File: src/rtl/tap_pkg.sv
package tap_pkg;
  localparam int IR_W = 3;

  typedef enum logic [3:0] {
    ST_TLR     = 4'h0, ST_RTI     = 4'h1,
    ST_SEL_DR  = 4'h2, ST_CAP_DR  = 4'h3, ST_SH_DR  = 4'h4, ST_EX1_DR = 4'h5,
    ST_PAU_DR  = 4'h6, ST_EX2_DR  = 4'h7, ST_UPD_DR = 4'h8,
    ST_SEL_IR  = 4'h9, ST_CAP_IR  = 4'hA, ST_SH_IR  = 4'hB, ST_EX1_IR = 4'hC,
    ST_PAU_IR  = 4'hD, ST_EX2_IR  = 4'hE, ST_UPD_IR = 4'hF
  } tap_state_e;

  localparam logic [IR_W-1:0] OP_BND_DRIVE  = 3'b000;
  localparam logic [IR_W-1:0] OP_IDENT      = 3'b001;
  localparam logic [IR_W-1:0] OP_BND_SAMPLE = 3'b010;
  localparam logic [IR_W-1:0] OP_PRIVATE    = 3'b011;
  localparam logic [IR_W-1:0] OP_PASS_A     = 3'b100;
  localparam logic [IR_W-1:0] OP_FLOAT      = 3'b101;
  localparam logic [IR_W-1:0] OP_PASS_B     = 3'b110;
  localparam logic [IR_W-1:0] OP_PASS       = 3'b111;
  localparam logic [IR_W-1:0] IR_CAPTURE    = 3'b001;
endpackage

File: src/rtl/tap_fsm.sv
module tap_fsm
  import tap_pkg::*;
(
  input  logic       tck,
  input  logic       rst_n,
  input  logic       tms,
  output tap_state_e state
);
  tap_state_e nxt;

  always_comb begin
    nxt = state;
    unique case (state)
      ST_TLR:    nxt = tms ? ST_TLR    : ST_RTI;
      ST_RTI:    nxt = tms ? ST_SEL_DR : ST_RTI;
      ST_SEL_DR: nxt = tms ? ST_SEL_IR : ST_CAP_DR;
      ST_CAP_DR: nxt = tms ? ST_EX1_DR : ST_SH_DR;
      ST_SH_DR:  nxt = tms ? ST_EX1_DR : ST_SH_DR;
      ST_EX1_DR: nxt = tms ? ST_UPD_DR : ST_PAU_DR;
      ST_PAU_DR: nxt = tms ? ST_EX2_DR : ST_PAU_DR;
      ST_EX2_DR: nxt = tms ? ST_UPD_DR : ST_SH_DR;
      ST_UPD_DR: nxt = tms ? ST_SEL_DR : ST_RTI;
      ST_SEL_IR: nxt = tms ? ST_TLR    : ST_CAP_IR;
      ST_CAP_IR: nxt = tms ? ST_EX1_IR : ST_SH_IR;
      ST_SH_IR:  nxt = tms ? ST_EX1_IR : ST_SH_IR;
      ST_EX1_IR: nxt = tms ? ST_UPD_IR : ST_PAU_IR;
      ST_PAU_IR: nxt = tms ? ST_EX2_IR : ST_PAU_IR;
      ST_EX2_IR: nxt = tms ? ST_UPD_IR : ST_SH_IR;
      ST_UPD_IR: nxt = tms ? ST_SEL_DR : ST_RTI;
      default:   nxt = ST_TLR;
    endcase
  end

  always_ff @(posedge tck or negedge rst_n) begin
    if (!rst_n) state <= ST_TLR;
    else        state <= nxt;
  end

  // Checker: run length of high tms, saturating at five.
  logic [2:0] hi_run;
  always_ff @(posedge tck or negedge rst_n) begin
    if (!rst_n)      hi_run <= 3'd0;
    else if (!tms)   hi_run <= 3'd0;
    else if (hi_run != 3'd5) hi_run <= hi_run + 3'd1;
  end

  p_five_high_reset_r2: assert property (@(posedge tck) disable iff (!rst_n)
    (hi_run == 3'd5) |-> (state == ST_TLR));
  p_tlr_sticky_r3: assert property (@(posedge tck) disable iff (!rst_n)
    (state == ST_TLR && tms) |=> (state == ST_TLR));
endmodule

File: src/rtl/tap_ir.sv
module tap_ir
  import tap_pkg::*;
(
  input  logic            tck,
  input  logic            rst_n,
  input  tap_state_e      state,
  input  logic            tdi,
  output logic [IR_W-1:0] ir_q,
  output logic            ir_lsb
);
  logic [IR_W-1:0] sh_q, sh_d, ir_d;

  always_comb begin
    sh_d = sh_q;
    ir_d = ir_q;
    if (state == ST_CAP_IR)     sh_d = IR_CAPTURE;
    else if (state == ST_SH_IR) sh_d = {tdi, sh_q[IR_W-1:1]};
    if (state == ST_TLR)        ir_d = OP_IDENT;
    else if (state == ST_UPD_IR) ir_d = sh_q;
  end

  always_ff @(posedge tck or negedge rst_n) begin
    if (!rst_n) begin
      sh_q <= IR_CAPTURE;
      ir_q <= OP_IDENT;
    end else begin
      sh_q <= sh_d;
      ir_q <= ir_d;
    end
  end

  assign ir_lsb = sh_q[0];

  p_ir_hold_r5: assert property (@(posedge tck) disable iff (!rst_n)
    (state != ST_UPD_IR && state != ST_TLR) |=> $stable(ir_q));
  p_tlr_ident_r1: assert property (@(posedge tck) disable iff (!rst_n)
    (state == ST_TLR) |=> (ir_q == OP_IDENT));
endmodule

File: src/rtl/tap_dr_bank.sv
module tap_dr_bank
  import tap_pkg::*;
#(
  parameter int          USR_W  = 8,
  parameter int          ID_W   = 32,
  parameter logic [31:0] ID_VAL = 32'h204D0067
) (
  input  logic             tck,
  input  logic             rst_n,
  input  tap_state_e       state,
  input  logic [IR_W-1:0]  ir,
  input  logic             tdi,
  input  logic             bsr_so,
  input  logic [USR_W-1:0] usr_in,
  output logic [USR_W-1:0] usr_out,
  output logic             sel_bnd,
  output logic             dr_lsb
);
  logic sel_pass, sel_id, sel_usr;
  logic cap, shf, upd;
  logic             byp_q, byp_d;
  logic [ID_W-1:0]  id_q, id_d;
  logic [USR_W-1:0] us_q, us_d, uo_d;

  always_comb begin
    sel_id   = (ir == OP_IDENT);
    sel_usr  = (ir == OP_PRIVATE);
    sel_bnd  = (ir == OP_BND_DRIVE) || (ir == OP_BND_SAMPLE);
    sel_pass = !(sel_id || sel_usr || sel_bnd);
    cap = (state == ST_CAP_DR);
    shf = (state == ST_SH_DR);
    upd = (state == ST_UPD_DR);
  end

  always_comb begin
    byp_d = byp_q;
    id_d  = id_q;
    us_d  = us_q;
    uo_d  = usr_out;
    if (sel_pass && cap)      byp_d = 1'b0;
    else if (sel_pass && shf) byp_d = tdi;
    if (sel_id && cap)        id_d = ID_VAL[ID_W-1:0];
    else if (sel_id && shf)   id_d = {tdi, id_q[ID_W-1:1]};
    if (sel_usr && cap)       us_d = usr_in;
    else if (sel_usr && shf)  us_d = {tdi, us_q[USR_W-1:1]};
    if (sel_usr && upd)       uo_d = us_q;
  end

  always_ff @(posedge tck or negedge rst_n) begin
    if (!rst_n) begin
      byp_q   <= 1'b0;
      id_q    <= '0;
      us_q    <= '0;
      usr_out <= '0;
    end else begin
      byp_q   <= byp_d;
      id_q    <= id_d;
      us_q    <= us_d;
      usr_out <= uo_d;
    end
  end

  always_comb begin
    if (sel_pass)     dr_lsb = byp_q;
    else if (sel_id)  dr_lsb = id_q[0];
    else if (sel_usr) dr_lsb = us_q[0];
    else              dr_lsb = bsr_so;
  end

  p_usr_hold_r9: assert property (@(posedge tck) disable iff (!rst_n)
    (state != ST_UPD_DR) |=> $stable(usr_out));
endmodule

File: src/rtl/jtag_tap_ctrl.sv
module jtag_tap_ctrl
  import tap_pkg::*;
#(
  parameter int USR_W = 8
) (
  input  logic             tck,
  input  logic             trst_n,
  input  logic             tms,
  input  logic             tdi,
  output logic             tdo,
  output logic             tdo_en,
  output logic [2:0]       ir_o,
  output logic             core_hiz,
  output logic             bnd_drive,
  output logic             bsr_capture,
  output logic             bsr_shift,
  output logic             bsr_update,
  output logic             bsr_si,
  input  logic             bsr_so,
  input  logic [USR_W-1:0] usr_in,
  output logic [USR_W-1:0] usr_out
);
  logic rs_a, rst_n;
  tap_state_e state;
  logic [IR_W-1:0] ir;
  logic ir_lsb, dr_lsb, sel_bnd;
  logic tdo_d, en_d;

  // Reset asserts at once, releases on a rising tck edge.
  always_ff @(posedge tck or negedge trst_n) begin
    if (!trst_n) begin
      rs_a  <= 1'b0;
      rst_n <= 1'b0;
    end else begin
      rs_a  <= 1'b1;
      rst_n <= rs_a;
    end
  end

  tap_fsm u_fsm (.tck(tck), .rst_n(rst_n), .tms(tms), .state(state));

  tap_ir u_ir (.tck(tck), .rst_n(rst_n), .state(state), .tdi(tdi),
               .ir_q(ir), .ir_lsb(ir_lsb));

  tap_dr_bank #(.USR_W(USR_W)) u_dr (
    .tck(tck), .rst_n(rst_n), .state(state), .ir(ir), .tdi(tdi),
    .bsr_so(bsr_so), .usr_in(usr_in), .usr_out(usr_out),
    .sel_bnd(sel_bnd), .dr_lsb(dr_lsb));

  always_comb begin
    ir_o        = ir;
    core_hiz    = (ir == OP_FLOAT);
    bnd_drive   = (ir == OP_BND_DRIVE);
    bsr_si      = tdi;
    bsr_capture = sel_bnd && (state == ST_CAP_DR);
    bsr_shift   = sel_bnd && (state == ST_SH_DR);
    bsr_update  = sel_bnd && (state == ST_UPD_DR);
    en_d  = (state == ST_SH_IR) || (state == ST_SH_DR);
    tdo_d = 1'b0;
    if (state == ST_SH_IR)      tdo_d = ir_lsb;
    else if (state == ST_SH_DR) tdo_d = dr_lsb;
  end

  always_ff @(negedge tck or negedge rst_n) begin
    if (!rst_n) begin
      tdo    <= 1'b0;
      tdo_en <= 1'b0;
    end else begin
      tdo    <= tdo_d;
      tdo_en <= en_d;
    end
  end

  p_tdo_en_shift_r10: assert property (@(posedge tck) disable iff (!rst_n)
    tdo_en |-> (state == ST_SH_IR || state == ST_SH_DR));
  p_strobe_excl_r8: assert property (@(posedge tck) disable iff (!rst_n)
    $onehot0({bsr_capture, bsr_shift, bsr_update}));
  p_mode_excl_r11: assert property (@(posedge tck) disable iff (!rst_n)
    !(core_hiz && bnd_drive));
endmodule

File: config.mk
export PLATFORM = sky130hd
export DESIGN_NAME = jtag_tap_ctrl
export DESIGN_NICKNAME = d
export VERILOG_FILES = /design/src/rtl/tap_pkg.sv /design/src/rtl/tap_fsm.sv /design/src/rtl/tap_ir.sv /design/src/rtl/tap_dr_bank.sv /design/src/rtl/jtag_tap_ctrl.sv
export SDC_FILE = /design/constraint.sdc
export NUM_CORES = 1
export LEC_CHECK = 0
export BUFFER_PORTS_ARGS = -buffer_cell sky130_fd_sc_hd__buf_4
export CORE_UTILIZATION = 45
export CTS_CLUSTER_SIZE = 8
export DETAILED_ROUTE_END_ITERATION = 16
export PLACE_DENSITY = 0.66
export REMOVE_ABC_BUFFERS = 1
export SETUP_SLACK_MARGIN = 0.1
export SLEW_MARGIN = 40
export SYNTH_ARGS = -nofsm -noshare
export SYNTH_HDL_FRONTEND = slang
export SYNTH_HIERARCHICAL = 1
export SYNTH_SLANG_ARGS = --single-unit
File: constraint.sdc
create_clock -name tck -period 3.9 [get_ports tck]
set_input_delay 0.39 -clock tck [delete_from_list [all_inputs] [get_ports tck]]
set_output_delay 0.39 -clock tck [all_outputs]
set_load 0.05 [all_outputs]
### Word level (Yosys, flattened, before mapping)

Index checks and enable logic that the tools add are counted.

| operators by class | value |
|---|---|
| equality and inequality tests | 19 |
| reduce and logical (&&, ||, !) cells | 25 |
| multiplexer cells | 28 |

Operator list:

| operator | number |
|---|---|
| 2-to-1 mux 32 bit | 2 |
| one-hot mux 4 bit (12 select lines) | 1 |
| equality test 4 bit, second input constant | 8 |
| 2-to-1 mux 3 bit | 6 |
| equality test 4 x 3 -> 1 bit, second input constant | 4 |
| 2-to-1 mux 4 bit | 4 |
| 2-to-1 mux 8 bit | 2 |
| logical AND 1 bit | 10 |
| 2-to-1 mux 1 bit | 10 |
| nonzero test 2 bit | 5 |
| equality test 4 x 2 -> 1 bit, second input constant | 2 |
| equality test 3 x 2 -> 1 bit, second input constant | 2 |
| 2-to-1 mux 2 bit | 3 |
| equality test 4 x 1 -> 1 bit, second input constant | 1 |
| logical NOT 4 bit | 1 |
| logical OR 1 bit | 4 |
| OR reduction 2 bit | 2 |
| equality test 3 x 1 -> 1 bit, second input constant | 1 |
| equality test 3 bit, second input constant | 1 |
| logical NOT 3 bit | 1 |
| OR reduction 3 bit | 1 |
| logical NOT 1 bit | 1 |

| storage, ports and cells | value |
|---|---|
| bits in registers | 63 |
| output and inout bits | 19 |
| input bits | 13 |

### Longest topological paths before layout

Gate-level depths: netlist of the first run.

| depth | value |
|---|---|
| depth in word-level cells | 7 |
| gate-level depth with buffers | 6 |
| depth with buffers taken out | 4 |

### By module

The synthesis of the first run kept the hierarchy.

By module, submodules not included:

| module | area an instance (µm²) | times used | cells an instance | seq. area each (µm²) |
|---|---|---|---|---|
| tap_dr_bank | 2,234.6 | 1 | 185 | 1,226.2 |
| tap_fsm | 315.3 | 1 | 40 | 100.1 |
| tap_ir | 281.5 | 1 | 29 | 152.6 |
| jtag_tap_ctrl | 209.0 | 1 | 19 | 100.1 |

==> results of run 1 <==
-- state kept, by name, summed over array words and instances (netlist names) --
signal        flops
u_dr/byp_q        1
u_ir/ir_q         3
u_fsm/state       4
rst_n             1
u_dr/us_q         8
u_dr/usr_out      8
tdo               1
tdo_en            1
u_dr/id_q        32
u_ir/sh_q         3
rs_a              1
-- synthesized netlist by cell type, types with 3 or more instances --
library cell	count	area [um2]
dfrtp_1	59	1480
nand2_1	39	146
inv_1	27	101
mux2_2	26	293
mux2i_1	23	230
nor2_1	9	33.8
mux2_1	8	90.1
nand2b_1	8	50.1
a21oi_1	5	25.0
clkbuf_1	5	18.8
buf_4	4	30.0
o21ai_0	4	20.0
o22ai_1	4	25.0
buf_2	3	15.0
nand3b_1	3	22.5
nor2b_1	3	18.8
nor3b_1	3	22.5
-- worst max-delay path by stage --
stage	from	to	slack, ps	cells past startpoint
floorplan	u_fsm/state[0]$_DFF_PN0_	u_dr/id_q[16]$_DFFE_PN0P_	-340	3
detailed placement	u_ir/ir_q[1]$_DFFE_PN0P_	tdo$_DFF_NN0_	550	4
global route	u_ir/ir_q[1]$_DFFE_PN0P_	tdo$_DFF_NN0_	450	4
CTS	u_ir/ir_q[1]$_DFFE_PN0P_	tdo$_DFF_NN0_	520	4
finish	u_ir/ir_q[1]$_DFFE_PN0P_	tdo$_DFF_NN0_	530	4
global placement	u_ir/ir_q[1]$_DFFE_PN0P_	tdo$_DFF_NN0_	560	4
-- metrics by stage --
stage	setup WS (ps)	hold slack [ps]	power [mW]	util	area, um2
after global placement	564	174	2.03	0.522	3350
final	525	349	2.66	0.558	3590
after detailed placement	548	177	2.06	0.522	3350
after CTS	523	330	2.70	0.558	3580
after global routing	449	363	2.86	0.558	3590
after floorplan	-345	94.4	1.81	-	2960
-- worst register-to-register path, cell delays in order, from the launching register on --
cell and delay, ps:
dfrtp_1 540, mux2i_1 220, a211oi_1 90, a21o_1 180, a32o_2 230
-- power by group through the flow --
| stage | combinational, mW | clock, mW | sequential, mW |
|---|---|---|---|
| finish | 1.01 | 0.626 | 1.03 |
| global route | 1.13 | 0.669 | 1.06 |
| CTS | 1.02 | 0.646 | 1.03 |
| detailed placement | 1.01 | 0 | 1.04 |
| global placement | 0.994 | 0 | 1.04 |
| floorplan | 0.697 | 0 | 1.11 |
-- kinds of logic (layout without fill, tap and decap cells) --
family / count (synthesis) / count (layout) / share of synthesized area
and+or+nand+nor: 83 / 83 / 0.147
xor gates and xnor gates: 1 / 1 / 0.00288
DFF: 63 / 63 / 0.519
buffers and inverters: 41 / 82 / 0.0593
AOI/OAI and AO/OA: 27 / 27 / 0.0687
other: 1 / 1 / 0.00123
muxes: 57 / 57 / 0.202
-- cell type report --
cell class              count  share of cell area
flip-flops and latches     63               0.441
multi-input cells         169               0.359
repair buffers             39              0.0834
clock buffers              11              0.0394
inverters                  27              0.0283
well taps                  77              0.0269
clock inverters             5              0.0227
-- per-layer routing --
metal	up-vias	GRT usage	wire length, um
met4	0	0.0893	102
met2	33	0.268	2510
met5	-	0	0
met1	1014	0.222	2520
li1	993	-	-
met3	9	0.0354	163
==> reports/qor.txt, run 1 <==
total wire length - 5290 um
Root Driver - clkbuf_8
clk slew on worst S/H paths - 70 ps
Yosys reg bits - 63
largest net degree at the start of global routing - 60
Clock Tree Buf Depth - 2
Fin. Hold Viols - 0
CP Buf/Inv Count - 0
Internal - 1.73 mW
hold endpoint - u_dr/id_q[31]$_DFFE_PN0P_
setup slack, reg-to-reg - 530 ps
drt initial violations - 65
worst-path cell chain - mux2i_1 > a211oi_1 > a21o_1 > a32o_2
Fill cells - 568
worst vdd ir - 0.447 mV
CP peak stage delay - 540 ps
share of flip-flops with an asynchronous set or reset - 1.00
Via Count - 2,049
layout cells sized above 1 - 0.296
Post CTS Setup Buffer Count - 0
Nets - 322
syn avg cell area - 11.1 um2
Core Area - 6420 um2
die width - 84.2 um
Die Area - 7090 um2
Reg area - 1580 um2
final setup skew - 8.58 ps
DP HPWL - 3420 um
Cells after DPL - 374
Synth Instances - 273
Rel. slew slack - 0.591
Crit Path Max Fanout - 8
DR WL/cell - 13.5 um
Sequential Power Share - 0.387
P_sw - 0.931 mW
first-pass GRT wire length - 9400 um
Antenna Diode Count - 0
sequential area share after synthesis - 0.519
Max H-tree Level - 3
leakage power - 1.78 nW
io pins - 32
max-cap violations - 0
PortBufs - 31
Post-synth EDFFs - 0
Pre-antenna DRT Iters - 4
setup_tns - 0 ps
most used cells in the layout excluding fill and tap cells - 58 x dfrtp_1, 39 x nand2_1, 37 x buf_4, 27 x inv_1, 26 x mux2_2
Via-to-Cell Ratio - 5.24
Final Non-Filler Cells - 391
Die Span Y - 84.2 um
Main synth FF type - dfrtp_1
total CTS buffers - 9
Sink Count - 63
Routed Antenna Nets - 0
Total GRT Usage - 0.170
Slew Viols, Final - 0
Slew @ Worst Pin - 613 ps
Crit Path Class - reg2reg
RSZ-0062 raised after global routing - no
status - complete, no violations
worst hold start - tdi
Sw Share - 0.350
Worst Setup End Kind - register
combinational share of power - 0.378
CTS tree - done
Mapped Area - 3040 um2
Synth cell types - 52
Pwr per Cell Area - 742 nW/um2
Req. time, crit path - 2120 ps
Worst-Skew Late Latency - 330 ps
CTS Hold Bufs - 1
Worst Path Arrival - 1600 ps
Starting Density - 0.473
initial antenna violation count - 0
CP max stage cell - dfrtp_1
worst r2r src - u_ir/ir_q[1]$_DFFE_PN0P_
area of the multi-input gates - 1290 um2
commonest non-fill, non-tap cell in the layout - dfrtp_1
PostCTS Resize Cnt - 0
Reg2Reg Depth - 4
worst min-delay path category - in2reg
Core Rows - 29
crit start category - register
vias in the first global route - 2,051
DRC Markers - 0
clock group share of total power - 0.235
crit-path leading delay family - flip-flops
GP Congestion - 0.862
final setup violation count - 0
Synth Warn # - 6
Layout area overhead - 17.9%
Hold Path Depth - 3
Worst R2R End - tdo$_DFF_NN0_
GRT Residual Overflow - 0
Power figures use the tool's default switching activity.
==> inputs of run 2 (changes only) <==
==> constraint.sdc (replaced) <==
create_clock -name tck -period 3.65 [get_ports tck]
set_input_delay 0.365 -clock tck [delete_from_list [all_inputs] [get_ports tck]]
set_output_delay 0.365 -clock tck [all_outputs]
set_load 0.05 [all_outputs]
==> run 2 against run 1 <==
Combinational power increased by 7%; sequential share of layout area grew 0.077 points; sequential power increased by 7%; total power grew 6.7%; critical path depth unchanged; cell count unchanged; register-to-register slack lost 150 ps; largest power group unchanged.
==> reports/qor.txt, run 2 (same netlist as run 1, synthesis figures left out) <==
commonest non-fill, non-tap cell in the layout - dfrtp_1 (unchanged)
setup_tns - 0 ps (unchanged)
first-pass GRT wire length - 9430 um (was 9400 um)
Worst-Skew Late Latency - 330 ps (about the same)
status - complete, no violations (unchanged)
Worst Setup End Kind - register (unchanged)
largest net degree at the start of global routing - 60 (unchanged)
worst min-delay path category - in2reg (unchanged)
Via Count - 2,036 (was 2,049)
max reg flops - 32 (unchanged)
Post CTS Setup Buffer Count - 0 (unchanged)
PortBufs - 31 (unchanged)
Pwr per Cell Area - 793 nW/um2 (was 742 nW/um2)
worst r2r src - u_ir/ir_q[1]$_DFFE_PN0P_ (unchanged)
Sw Share - 0.349 (was 0.350)
Req. time, crit path - 1990 ps (was 2120 ps)
DRC Markers - 0 (unchanged)
Reg2Reg Depth - 4 (unchanged)
Root Driver - clkbuf_8 (unchanged)
worst vdd ir - 0.381 mV (was 0.447 mV)
Starting Density - 0.473 (unchanged)
Antenna Diode Count - 0 (unchanged)
die width - 84.2 um (unchanged)
leakage power - 1.77 nW (was 1.78 nW)
Die Area - 7090 um2 (unchanged)
drt initial violations - 76 (was 65)
Rel. slew slack - 0.644 (was 0.591)
vias in the first global route - 2,107 (was 2,051)
most used cells in the layout excluding fill and tap cells - 58 x dfrtp_1, 39 x nand2_1, 37 x buf_4, 27 x inv_1, 26 x mux2_2 (unchanged)
initial antenna violation count - 0 (unchanged)
Largest Register - u_dr/id_q (unchanged)
Final Non-Filler Cells - 391 (unchanged)
Pre-antenna DRT Iters - 4 (unchanged)
RSZ-0062 raised after global routing - no (unchanged)
GRT Residual Overflow - 0 (unchanged)
Core Rows - 29 (unchanged)
Worst R2R End - tdo$_DFF_NN0_ (unchanged)
total wire length - 5460 um (was 5290 um)
Max H-tree Level - 3 (unchanged)
PostCTS Resize Cnt - 0 (unchanged)
Internal - 1.85 mW (was 1.73 mW)
Crit Path Max Fanout - 8 (unchanged)
Routed Antenna Nets - 0 (unchanged)
Nets - 322 (unchanged)
Cells after DPL - 374 (unchanged)
Sequential Power Share - 0.387 (about the same)
Die Span Y - 84.2 um (unchanged)
total CTS buffers - 9 (unchanged)
setup slack, reg-to-reg - 370 ps (was 530 ps)
GP Congestion - 0.851 (was 0.862)
worst hold start - tdi (unchanged)
final setup violation count - 0 (unchanged)
Crit Path Class - reg2reg (unchanged)
Slew @ Worst Pin - 535 ps (was 613 ps)
Layout area overhead - 17.7% (was 17.9%)
Fin. Hold Viols - 0 (unchanged)
Worst Path Arrival - 1620 ps (was 1600 ps)
DP HPWL - 3410 um (was 3420 um)
combinational share of power - 0.381 (was 0.378)
DR WL/cell - 14.0 um (was 13.5 um)
P_sw - 0.990 mW (was 0.931 mW)
Clock Tree Buf Depth - 2 (unchanged)
hold endpoint - u_dr/id_q[31]$_DFFE_PN0P_ (unchanged)
max-cap violations - 0 (unchanged)
CTS tree - done (unchanged)
io pins - 32 (unchanged)
Via-to-Cell Ratio - 5.21 (was 5.24)
Hold Path Depth - 3 (unchanged)
crit start category - register (unchanged)
Core Area - 6420 um2 (unchanged)
Largest regs - u_dr/id_q: 32 flops, u_dr/us_q: 8 flops, u_dr/usr_out: 8 flops (unchanged)
Sink Count - 63 (unchanged)
layout cells sized above 1 - 0.290 (was 0.296)
clock group share of total power - 0.232 (was 0.235)
clk slew on worst S/H paths - 70 ps (about the same)
Slew Viols, Final - 0 (unchanged)
final setup skew - 15.2 ps (was 8.58 ps)
Total GRT Usage - 0.172 (was 0.170)
==> run 2: cell types whose count changed in the layout (fill, tap and decap cells not counted), sizes merged <==
cell,before,now
clkinv,2,0
clkbuf,11,13
==> run 2: metal layers <==
metal  wire [um]  vias up  track usage
met5           0        -            0
met4          93        0       0.0972
met3         153        9       0.0413
met2        2590       30        0.278
met1        2620     1011        0.214
li1            -      986            -
==> run 2: layout make-up <==
class / instances / area (um2)
fill: 555 / 2840
timing repair buffer: 39 / 299
sequential: 63 / 1580
clock inverter: 3 / 67.6
clock buffer: 13 / 149
inverter: 27 / 101
multi-input combinational: 169 / 1290
tap: 77 / 96.3
==> run 2: timing repair <==
action / CTS / global route
hold buffers: 1 / 0
endpoints found under the hold margin: 2 / 0
setup endpoints to repair: 0 / 0
==> run 2: stage by stage <==
step	instance area, um2	utilization	power, mW	setup slack [ps]	hold slack, ps
floorplan	2960	-	1.93	-595	69.4
global route	3580	0.557	3.05	288	323
finish	3580	0.557	2.84	373	325
detailed placement	3350	0.522	2.20	400	150
CTS	3580	0.557	2.88	362	307
global placement	3350	0.522	2.17	444	148
==> run 2: worst max-delay path by stage <==
stage / endpoint / cells past startpoint / start
final: tdo$_DFF_NN0_ / 4 / u_ir/ir_q[1]$_DFFE_PN0P_
after global routing: tdo$_DFF_NN0_ / 4 / u_ir/ir_q[1]$_DFFE_PN0P_
after CTS: tdo$_DFF_NN0_ / 4 / u_ir/ir_q[1]$_DFFE_PN0P_
after detailed placement: tdo$_DFF_NN0_ / 4 / u_ir/ir_q[1]$_DFFE_PN0P_
after global placement: tdo$_DFF_NN0_ / 4 / u_ir/ir_q[1]$_DFFE_PN0P_
after floorplan: u_dr/id_q[16]$_DFFE_PN0P_ / 3 / u_fsm/state[0]$_DFF_PN0_
==> run 2: worst max-delay path, cell delays in order, from the launching register on <==
cell and delay (ps):
dfrtp_1 540, mux2i_1 230, a211oi_1 90, a21o_1 190, a32o_2 230
==> run 2: power by group through the flow <==
stage	registers, mW	clock network [mW]	logic (mW)
2_1_floorplan	1.19	0	0.745
3_3_place_gp	1.10	0	1.07
3_5_place_dp	1.11	0	1.09
4_1_cts	1.10	0.685	1.10
5_1_grt	1.13	0.711	1.21
6_report	1.10	0.660	1.08
==> inputs of run 3 (changes only) <==
--- a/config.mk
+++ b/config.mk
@@ -9,7 +9,7 @@
 export CORE_UTILIZATION = 45
 export CTS_CLUSTER_SIZE = 8
 export DETAILED_ROUTE_END_ITERATION = 16
-export PLACE_DENSITY = 0.66
+export PLACE_DENSITY_LB_ADDON = 0.25
 export REMOVE_ABC_BUFFERS = 1
 export SETUP_SLACK_MARGIN = 0.1
 export SLEW_MARGIN = 40
==> run 3 against run 2 <==
Sequential power is essentially flat; critical path depth is the same; wire length shrank 2.5%; worst hold slack lost 230 ps.
==> reports/qor.txt, run 3 (same netlist as run 1, synthesis figures left out) <==
Slew @ Worst Pin - 708 ps (was 535 ps)
clk slew on worst S/H paths - 70 ps (about the same)
io pins - 32 (unchanged)
Worst Path Arrival - 1630 ps (was 1620 ps)
total CTS buffers - 9 (unchanged)
Root Driver - clkbuf_8 (unchanged)
Fill cells - 556 (was 555)
Reg area - 1580 um2 (unchanged)
layout cells sized above 1 - 0.301 (was 0.290)
Die Area - 7090 um2 (unchanged)
crit start category - register (unchanged)
Starting Density - 0.473 (unchanged)
max-cap violations - 0 (unchanged)
Slew Viols, Final - 0 (unchanged)
Post CTS Setup Buffer Count - 0 (unchanged)
status - complete, no violations (unchanged)
PostCTS Resize Cnt - 0 (unchanged)
GP Congestion - 0.766 (was 0.851)
Rel. slew slack - 0.528 (was 0.644)
DP HPWL - 3400 um (was 3410 um)
most used cells in the layout excluding fill and tap cells - 58 x dfrtp_1, 39 x nand2_1, 39 x buf_4, 27 x inv_1, 26 x mux2_2 (was 58 x dfrtp_1, 39 x nand2_1, 37 x buf_4, 27 x inv_1, 26 x mux2_2)
crit-path leading delay family - flip-flops (unchanged)
Die Span Y - 84.2 um (unchanged)
Reg2Reg Depth - 4 (unchanged)
vias in the first global route - 2,015 (was 2,107)
CTS tree - done (unchanged)
Pre-antenna DRT Iters - 4 (unchanged)
largest net degree at the start of global routing - 58 (was 60)
CP Buf/Inv Count - 0 (unchanged)
Antenna Diode Count - 0 (unchanged)
Crit Path Class - reg2reg (unchanged)
Total GRT Usage - 0.172 (about the same)
first-pass GRT wire length - 9330 um (was 9430 um)
Core Rows - 29 (unchanged)
Layout area overhead - 17.9% (was 17.7%)
area of the multi-input gates - 1290 um2 (unchanged)
Nets - 324 (was 322)
Pwr per Cell Area - 781 nW/um2 (was 793 nW/um2)
Worst Setup End Kind - register (unchanged)
Via Count - 2,020 (was 2,036)
total wire length - 5320 um (was 5460 um)
Clock Tree Buf Depth - 2 (unchanged)
leakage power - 1.77 nW (about the same)
Worst-Skew Late Latency - 330 ps (about the same)
RSZ-0062 raised after global routing - no (unchanged)
Cells after DPL - 376 (was 374)
Largest Register - u_dr/id_q (unchanged)
CP peak stage delay - 530 ps (was 540 ps)
Routed Antenna Nets - 0 (unchanged)
Final Util - 0.558 (was 0.557)
DRC Markers - 0 (unchanged)
worst-path cell chain - mux2i_1 > a211oi_1 > a21o_1 > a32o_2 (unchanged)
die width - 84.2 um (unchanged)
worst min-delay path category - reg2async (was in2reg)
pre-CTS setup slack - 374 ps (was 400 ps)
Crit path depth - 4 (unchanged)
Crit Path Max Fanout - 8 (unchanged)
GRT Residual Overflow - 0 (unchanged)
DR WL/cell - 13.5 um (was 14.0 um)
Req. time, crit path - 1990 ps (about the same)
worst vdd ir - 0.303 mV (was 0.381 mV)
Max H-tree Level - 3 (unchanged)
Sink Count - 63 (unchanged)
Hold WS - 94.0 ps (was 325 ps)
Core Area - 6420 um2 (unchanged)
initial antenna violation count - 0 (unchanged)
final setup skew - 12.6 ps (was 15.2 ps)
max reg flops - 32 (unchanged)
drt initial violations - 91 (was 76)
Largest regs - u_dr/id_q: 32 flops, u_dr/us_q: 8 flops, u_dr/usr_out: 8 flops (unchanged)
commonest non-fill, non-tap cell in the layout - dfrtp_1 (unchanged)
final worst slack - 362 ps (was 373 ps)
Fin. Hold Viols - 0 (unchanged)
Via-to-Cell Ratio - 5.14 (was 5.21)
PortBufs - 31 (unchanged)
final setup violation count - 0 (unchanged)
CP max stage cell - dfrtp_1 (unchanged)
Final Non-Filler Cells - 393 (was 391)
run 3: metal layers:
layer	part of all wire	up-vias	global-route usage
li1	-	1000	-
met1	0.48	974	0.220
met2	0.45	31	0.257
met3	0.027	15	0.0393
met4	0.038	0	0.127
met5	0	-	0
run 3: layout make-up:
class	count	area share
Clock buffer	11	0.0394
Clock inverter	5	0.0161
Inverter	27	0.0283
Multi-Input combinational cell	169	0.359
Sequential cell	63	0.441
Tap cell	77	0.0269
Timing Repair Buffer	41	0.0900
run 3: path summary, 6_finish.rpt:
kind                                                from                         to  slack [ps]
worst max-delay path            u_ir/ir_q[1]$_DFFE_PN0P_              tdo$_DFF_NN0_         360
max in group asynchronous                rst_n$_DFF_PN0_              tdo$_DFF_NN0_        1650
worst max register to register  u_ir/ir_q[1]$_DFFE_PN0P_              tdo$_DFF_NN0_         360
worst min register to register           rst_n$_DFF_PN0_   u_fsm/state[0]$_DFF_PN0_          90
worst min-delay path                     rst_n$_DFF_PN0_   u_fsm/state[0]$_DFF_PN0_          90
min in group tck                                     tdi  u_dr/id_q[31]$_DFFE_PN0P_         330
run 3: where the power goes:
| group | internal (mW) | total (mW) | switching (mW) | leakage [nW] |
|---|---|---|---|---|
| clock | 0.333 | 0.596 | 0.263 | 0.0916 |
| combinational | 0.519 | 1.12 | 0.600 | 0.910 |
| sequential | 0.952 | 1.08 | 0.132 | 0.771 |
run 3: what timing repair did:
item | CTS | global route
hold endpoints to repair | 2 | 0
hold buffers | 1 | 0
setup endpoints to repair | 0 | 0
run 3: metrics by stage:
stage / cell area, um2 / power [mW] / TNS, ps
floorplan: 2960 / 1.93 / -14490
finish: 3590 / 2.80 / 0
global placement: 3380 / 2.20 / 0
detailed placement: 3380 / 2.22 / 0
global route: 3590 / 3.01 / 0
CTS: 3590 / 2.84 / 0
run 3: worst register-to-register path, stage by stage, from the launching register on:
cell and delay (ps):
dfrtp_1 530, mux2i_1 270, a211oi_1 100, a21o_1 170
a32o_2 230
